### config.mk
export PLATFORM = sky130hd
export DESIGN_NAME = mc_cfg_regs
export DESIGN_NICKNAME = d
export VERILOG_FILES = /design/src/rtl/mc_cfg_regs.sv
export SDC_FILE = /design/constraint.sdc
export NUM_CORES = 1
export LEC_CHECK = 0
export ABC_CLOCK_PERIOD_IN_PS = 3500
export BUFFER_PORTS_ARGS = -buffer_cell sky130_fd_sc_hd__buf_4
export CAP_MARGIN = 20
export CORE_ASPECT_RATIO = 1.75
export CORE_MARGIN = 3
export CORE_UTILIZATION = 29
export CTS_CLUSTER_SIZE = 12
export DETAILED_ROUTE_END_ITERATION = 8
export GPL_ROUTABILITY_DRIVEN = 1
export HOLD_SLACK_MARGIN = 0.06
export SLEW_MARGIN = 20
export SYNTH_ARGS = -nofsm -noshare
export SYNTH_HDL_FRONTEND = slang
export SYNTH_SLANG_ARGS = --single-unit
export TNS_END_PERCENT = 5
### constraint.sdc
create_clock -name clk -period 3.5 [get_ports clk]
set_input_delay 0.175 -clock clk [delete_from_list [all_inputs] [get_ports clk]]
set_output_delay 0.175 -clock clk [all_outputs]
set_load 0.02 [all_outputs]
### src/rtl/mc_cfg_regs.sv
module mc_cfg_regs #(
  parameter int          NCS       = 8,
  parameter int          AW        = 8,
  parameter int          PAIR_BASE = 16,
  parameter logic [31:0] MASK_OK   = 32'h0000_00FF,
  parameter logic [31:0] T_SDRAM   = 32'h0F00_0413,
  parameter logic [31:0] T_SSRAM   = 32'h0000_0202,
  parameter logic [31:0] T_ASYNC   = 32'h03FF_FFFF,
  parameter logic [31:0] T_SYNC    = 32'h0000_0101
) (
  input  logic              clk,
  input  logic              rst,
  input  logic [31:0]       boot_cfg,
  input  logic [AW-1:0]     addr,
  input  logic              we,
  input  logic [31:0]       wdata,
  output logic [31:0]       rdata,
  output logic              ro_warn,
  output logic [31:0]       ctrl_o,
  output logic [31:0]       mask_o,
  output logic [NCS*32-1:0] cs_cfg,
  output logic [NCS*32-1:0] cs_tim
);
  localparam int SW       = (NCS > 1) ? $clog2(NCS) : 1;
  localparam int PAIR_END = PAIR_BASE + 8 * NCS;
  localparam logic [AW-1:0] A_CTRL = AW'(0);
  localparam logic [AW-1:0] A_BOOT = AW'(4);
  localparam logic [AW-1:0] A_MASK = AW'(8);

  logic [31:0] ctrl_q, mask_q, boot_q;
  logic [31:0] cfg_q [NCS];
  logic [31:0] tim_q [NCS];

  logic [AW-1:0] off;
  logic [SW-1:0] slot;
  logic          in_pair, any_hit;
  logic [31:0]   seed_cfg, seed_tim;

  assign off     = addr - AW'(PAIR_BASE);
  assign slot    = off[SW+2:3];
  assign in_pair = (32'(addr) >= PAIR_BASE) && (32'(addr) < PAIR_END);
  assign any_hit = in_pair || addr == A_CTRL || addr == A_BOOT || addr == A_MASK;

  assign seed_cfg = {26'd0, boot_cfg[1:0], 1'b0, boot_cfg[3:2], 1'b1};
  always_comb begin
    case (boot_cfg[3:2])
      2'd0:    seed_tim = T_SDRAM;
      2'd1:    seed_tim = T_SSRAM;
      2'd2:    seed_tim = T_ASYNC;
      default: seed_tim = T_SYNC;
    endcase
  end

  always_ff @(posedge clk) begin
    ro_warn <= 1'b0;
    if (rst) begin
      ctrl_q <= '0;
      mask_q <= '0;
      boot_q <= boot_cfg;
      for (int i = 0; i < NCS; i++) begin
        cfg_q[i] <= '0;
        tim_q[i] <= '0;
      end
      cfg_q[0] <= seed_cfg;
      tim_q[0] <= seed_tim;
    end else if (we) begin
      if (addr == A_CTRL) ctrl_q <= wdata;
      if (addr == A_MASK) mask_q <= wdata & MASK_OK;
      if (addr == A_BOOT) ro_warn <= 1'b1;
      if (in_pair) begin
        if (addr[2]) tim_q[slot] <= wdata;
        else         cfg_q[slot] <= wdata;
      end
    end
  end

  always_comb begin
    rdata = '0;
    if (addr == A_CTRL)      rdata = ctrl_q;
    else if (addr == A_BOOT) rdata = boot_q;
    else if (addr == A_MASK) rdata = mask_q;
    else if (in_pair)        rdata = addr[2] ? tim_q[slot] : cfg_q[slot];
  end

  assign ctrl_o = ctrl_q;
  assign mask_o = mask_q;
  for (genvar k = 0; k < NCS; k++) begin : g_out
    assign cs_cfg[32*k +: 32] = cfg_q[k];
    assign cs_tim[32*k +: 32] = tim_q[k];
  end

  AST_BOOT_FROZEN: assert property (@(posedge clk) disable iff (rst) 1'b1 |=> $stable(boot_q));
  AST_WARN_CAUSE: assert property (@(posedge clk) disable iff (rst) ro_warn |-> $past(we) && $past(addr) == A_BOOT);
  AST_MASK_STORE: assert property (@(posedge clk) disable iff (rst) (we && addr == A_MASK) |=> mask_o == ($past(wdata) & MASK_OK));
  AST_CTRL_HOLD: assert property (@(posedge clk) disable iff (rst) !(we && addr == A_CTRL) |=> $stable(ctrl_o));
  AST_OOR_WRITE: assert property (@(posedge clk) disable iff (rst) (we && !any_hit) |=> $stable(ctrl_o) && $stable(mask_o) && $stable(cs_cfg) && $stable(cs_tim));
  AST_CS0_ENABLED: assert property (@(posedge clk) disable iff (rst) $fell(rst) |-> cs_cfg[0]);
endmodule

======== After elaboration in Yosys (flattened, before gate mapping) ========
Memories as Yosys holds them, arrays and structs flattened.
Cells that the tools add are included.
Widths: inputs -> output; s select.
storage, ports and cells
  flip-flop bits (word level) ............. 73
  RAM bits ................................ 512
  bits of input ports ..................... 75
  word-level logic and storage cells ...... 51
  memories kept ........................... 2
memory list
  name   depth  bits a word  read ports  clocked after memory_dff  write ports  RTL line  RTL
  cfg_q  8      32           9           0                         8            31        logic [31:0] cfg_q [NCS];
  tim_q  8      32           9           0                         8            32        logic [31:0] tim_q [NCS];
cells by class
  add/subtract/negate cells ............... 1
  magnitude comparators ................... 2
  eq/ne operators ......................... 4
  mux-type cells .......................... 27
  bitwise operators ....................... 3
  reductions and logical operators ........ 8
operator list
  operator             number
  $mux 32              9
  $pmux 28 s3          1
  $reduce_or 32->1     2
  $mux 1               15
  $eq 8x3->1 const B   1
  $eq 8x4->1 const B   1
  $ge 8x5->1 const B   1
  $logic_not 8->1      1
  $lt 8x7->1 const B   1
  $mux 3               2
  $sub 6x5->6 const B  1
  $reduce_and 2->1     2
  $eq 2x1->1 const B   1
  $eq 2x2->1 const B   1
  $logic_not 2->1      1
  $or 1x1->1           2
  $reduce_or 2->1      1
  $logic_and 1x1->1    1
  $not 1->1            1

======== Logic depth before layout (Yosys ltp) ========
  depth in word-level cells ............... 8
  mapped depth ............................ 11

======== Worst setup path before layout ========
Ideal clock, no wire load.
  kind .................................... input to output
  from .................................... in addr[4]
  to ...................................... out rdata[14]
  arrival ................................. 3.033 ns
  setup slack ............................. 0.292 ns
  stages on the path ...................... 10
  path buffers ............................ 5
  path through ............................ buf_1 > buf_1 > inv_1 > ha_1 > clkbuf_1 > buf_1 > nand2b_1 > clkbuf_1 > o221ai_1 > o32ai_1
on the way
  word-level cells in the longest chain between the ends .. 7
ends and longest elaborated chain
  element                          RTL line  RTL
  start, declared                  14        input logic [AW-1:0] addr,
  $sub 6x5->6                      39        assign off = addr - AW'(PAIR_BASE);
  $mem_v2 8x32 (on tied branches)  n/a
  $mux 32 (2 in a row)             82        else if (in_pair) rdata = addr[2] ? tim_q[slot] : cfg_q[slot];
  $mux 32                          81        else if (addr == A_MASK) rdata = mask_q;
  $mux 32                          80        else if (addr == A_BOOT) rdata = boot_q;
  $mux 32 (*)                      79        if (addr == A_CTRL) rdata = ctrl_q;
  end, declared                    17        output logic [31:0] rdata,
Every way passes the cells marked *; elsewhere a longest branch is shown, timed or not.

======== Final worst setup path ========
  from .................................... in addr[1]
  to ...................................... out rdata[9]
The elaborated chain is that of the path after synthesis.

==> impl_metrics.tcl <==
set metrics [dict create \
    max_cap_viol_count 0 \
    layout-drive-gt1-share_pct 37.38 \
    setup-violations-final 0 \
    layout_commonest_cell "buf_4" \
    gr-total-overflow 0 \
    drt-pass1-iter-count 5 \
    portBuffers 659 \
    synth_top_cell_by_area "edfxtp_1" \
    clk_latency_ns 0.61 \
    numCtsBuffers 59 \
    cp-end-kind "output pin" \
    core_mm2 0.08865 \
    arrival_ns 3.11 \
    routedWlPerCell_um 33.80 \
    grt_use_total_pct 26.66 \
    dieArea_mm2 0.09358 \
    reg2regPathDepth 2 \
    yosysUniqueCellTypes 50 \
    grt_pass1_wl_mm 173.9 \
    dp_hpwl_mm 91.92 \
    drtIter0Drc 2734 \
    grt.met3_usage_pct 4.862 \
    cellPowerDensity_mw_per_mm2 484.2 \
    clockBufferDepth 3 \
    syn_area_per_cell_um2 13.77 \
    placed_area_mm2 0.03299 \
    startpoint_type "input pin" \
    die_w_um 232.5 \
    htreeDepth 2 \
    top_level_ports 684 \
    initial_core_util_pct 29.38 \
    post_cts_resized 0 \
    async_flop_share_pct 0 \
    fin_tns_setup_ns 0 \
    routed_wl_mm 129.4 \
    synth_area_mm2 0.02604 \
    ir_drop_mv 0.3498 \
    fin_crit_sh_pct 93.83 \
    cp_cell_sequence "dlygate4sd3_1, buf_4, nor3b_2, dlygate4sd3_1, nand2_1, nand3_2, buf_4, o32ai_1, buf_4" \
    grt_pass1_vias 20950 \
    worst_pin_slew_ns 1.060 \
    num_rows 144 \
    antenna_found_initial 6 \
    status "completed" \
    hold_viol 0 \
    ant_nets 0 \
    worst_slack_ns 0.2158 \
    fin_area_mm2 0.03545 \
    mostFrequentLayoutCells "708 x buf_4, 544 x edfxtp_1, 415 x nor2_1" \
    met1_usage_pct 31.42 \
    cp_slowest_cell "o32ai_1" \
    cts.clk_slew.worst_paths_ns 0.06 \
    grt_max_degree 87 \
    fmax_ghz 0.3045 \
    slowest_delay_ns 0.76 \
    nets 2698 \
    cts_hold_buf 69 \
    gp_congestion 0.9474 \
    relSlewSlack_pct 28.94 \
    critPathMostFrequentCell "buf_4" \
    maxSlewViolCount 0 \
    tritoncts "done" \
    period_needed_ns 3.284 \
    rsz0062_at_grt "false" \
    ys_ff_latch 585 \
    postLayoutCoreUtil_pct 39.99 \
    netlist.area_leader.share_pct 62.72 \
    crit_required_ns 3.32 \
    areaGrowthSynthToFinish_pct 36.11 \
    crit_type "in2out" \
    ys.flop_type "edfxtp_1" \
    whs_path_depth 3 \
    synth-edff-count 544 \
    synth_area_leaders "edfxtp_1 63%, mux4_2 11%, nor2_1 6.0%" \
    syn_inst 1892 \
    die_height_um 402.4 \
    ys_warn_count 0 \
    grtUsageMet2_pct 46.42 \
    post_cts.repair.setup_buffers 0 \
    finalClockSkew_ns 0 \
    total_power_w 0.01716 \
    cts_sinks 585 \
    drc_errors 0 \
    ctsRootBufferMaster "clkbuf_16" \
    critPathMaxFanout 23 \
    leakagePower_nw 13.09 \
    dr_total_vias 20980 \
    viasPerCell 5.479 \
    dp_slack_ns 0.2997 \
    grt.busiest_layer "met2" \
    min_path_type "in2reg" \
    synth.yosys.seq_area_share_pct 65.87 \
]
==> cells in the mapped netlist (8+ instances only) <==
cell type,number
buf_4,29
clkbuf_1,106
dfxtp_1,41
buf_1,10
a21o_1,34
edfxtp_1,544
mux2_2,8
mux4_2,128
and2_1,95
buf_2,26
nand3_1,9
o221ai_1,23
a22oi_1,25
o32ai_1,23
mux2i_1,20
nor2_1,417
nor3_1,10
nand2_1,197
o22a_1,30
ha_1,10
a21oi_1,39
==> worst max-delay path, delay by kind of cell <==
family | cells | cell delay (ns)
buf+inv | 5 | 1.82
compound gates | 1 | 0.76
simple gates | 3 | 0.30
==> sequential cells by signal, summed over array words and instances (netlist names) <==
register / count
ctrl_o: 32
mask_o: 8
boot_q: 32
ro_warn: 1
tim_q: 256
cfg_q: 256
==> worst paths after layout <==
path / slack [ns] / start / endpoint
worst max-delay path: 0.22 / addr[1] / rdata[9]
worst min register to register: 0.48 / mask_o[2] / mask_o[2]
worst min-delay path: 0.11 / rst / ro_warn
worst max register to register: 2.74 / ctrl_o[15] / ctrl_o[15]
==> per-layer routing <==
metal | up-vias | part of all wire, %
met5 | - | 0
met4 | 0 | 5.8
met2 | 1598 | 50
li1 | 8410 | -
met3 | 291 | 8.5
met1 | 10680 | 36
==> through the flow <==
stage | hold slack (ns) | instances
finish | 0.1139 | 3829
detailed placement | 0.3550 | 3651
floorplan | 0.2739 | 1915
CTS | 0.06053 | 3827
global placement | 0.3560 | 3651
global route | 0.1429 | 3828
==> power breakdown <==
group	switching (W)	internal, W
combinational	0.00171	0.00106
sequential	0.000303	0.00801
clock	0.00281	0.00327
==> cells by family after synthesis <==
family          synth area share, %
other cells                 0.01440
compound gates                5.741
simple gates                  12.48
buf+inv                       3.195
flops                         65.87
mux                           12.18
xor+xnor                    0.03363
fa+ha+maj                    0.4804
==> final cells by class <==
type | count | area, µm²
Fill cell | 8420 | 53190
Multi-Input combinational cell | 1150 | 8379
Sequential cell | 585 | 17160
Inverter | 7 | 26.28
Timing Repair Buffer | 810 | 6661
Clock inverter | 12 | 87.58
Clock buffer | 95 | 1673
Antenna cell | 2 | 5.005
Tap cell | 1168 | 1461
Power figures use the tool's default switching activity.
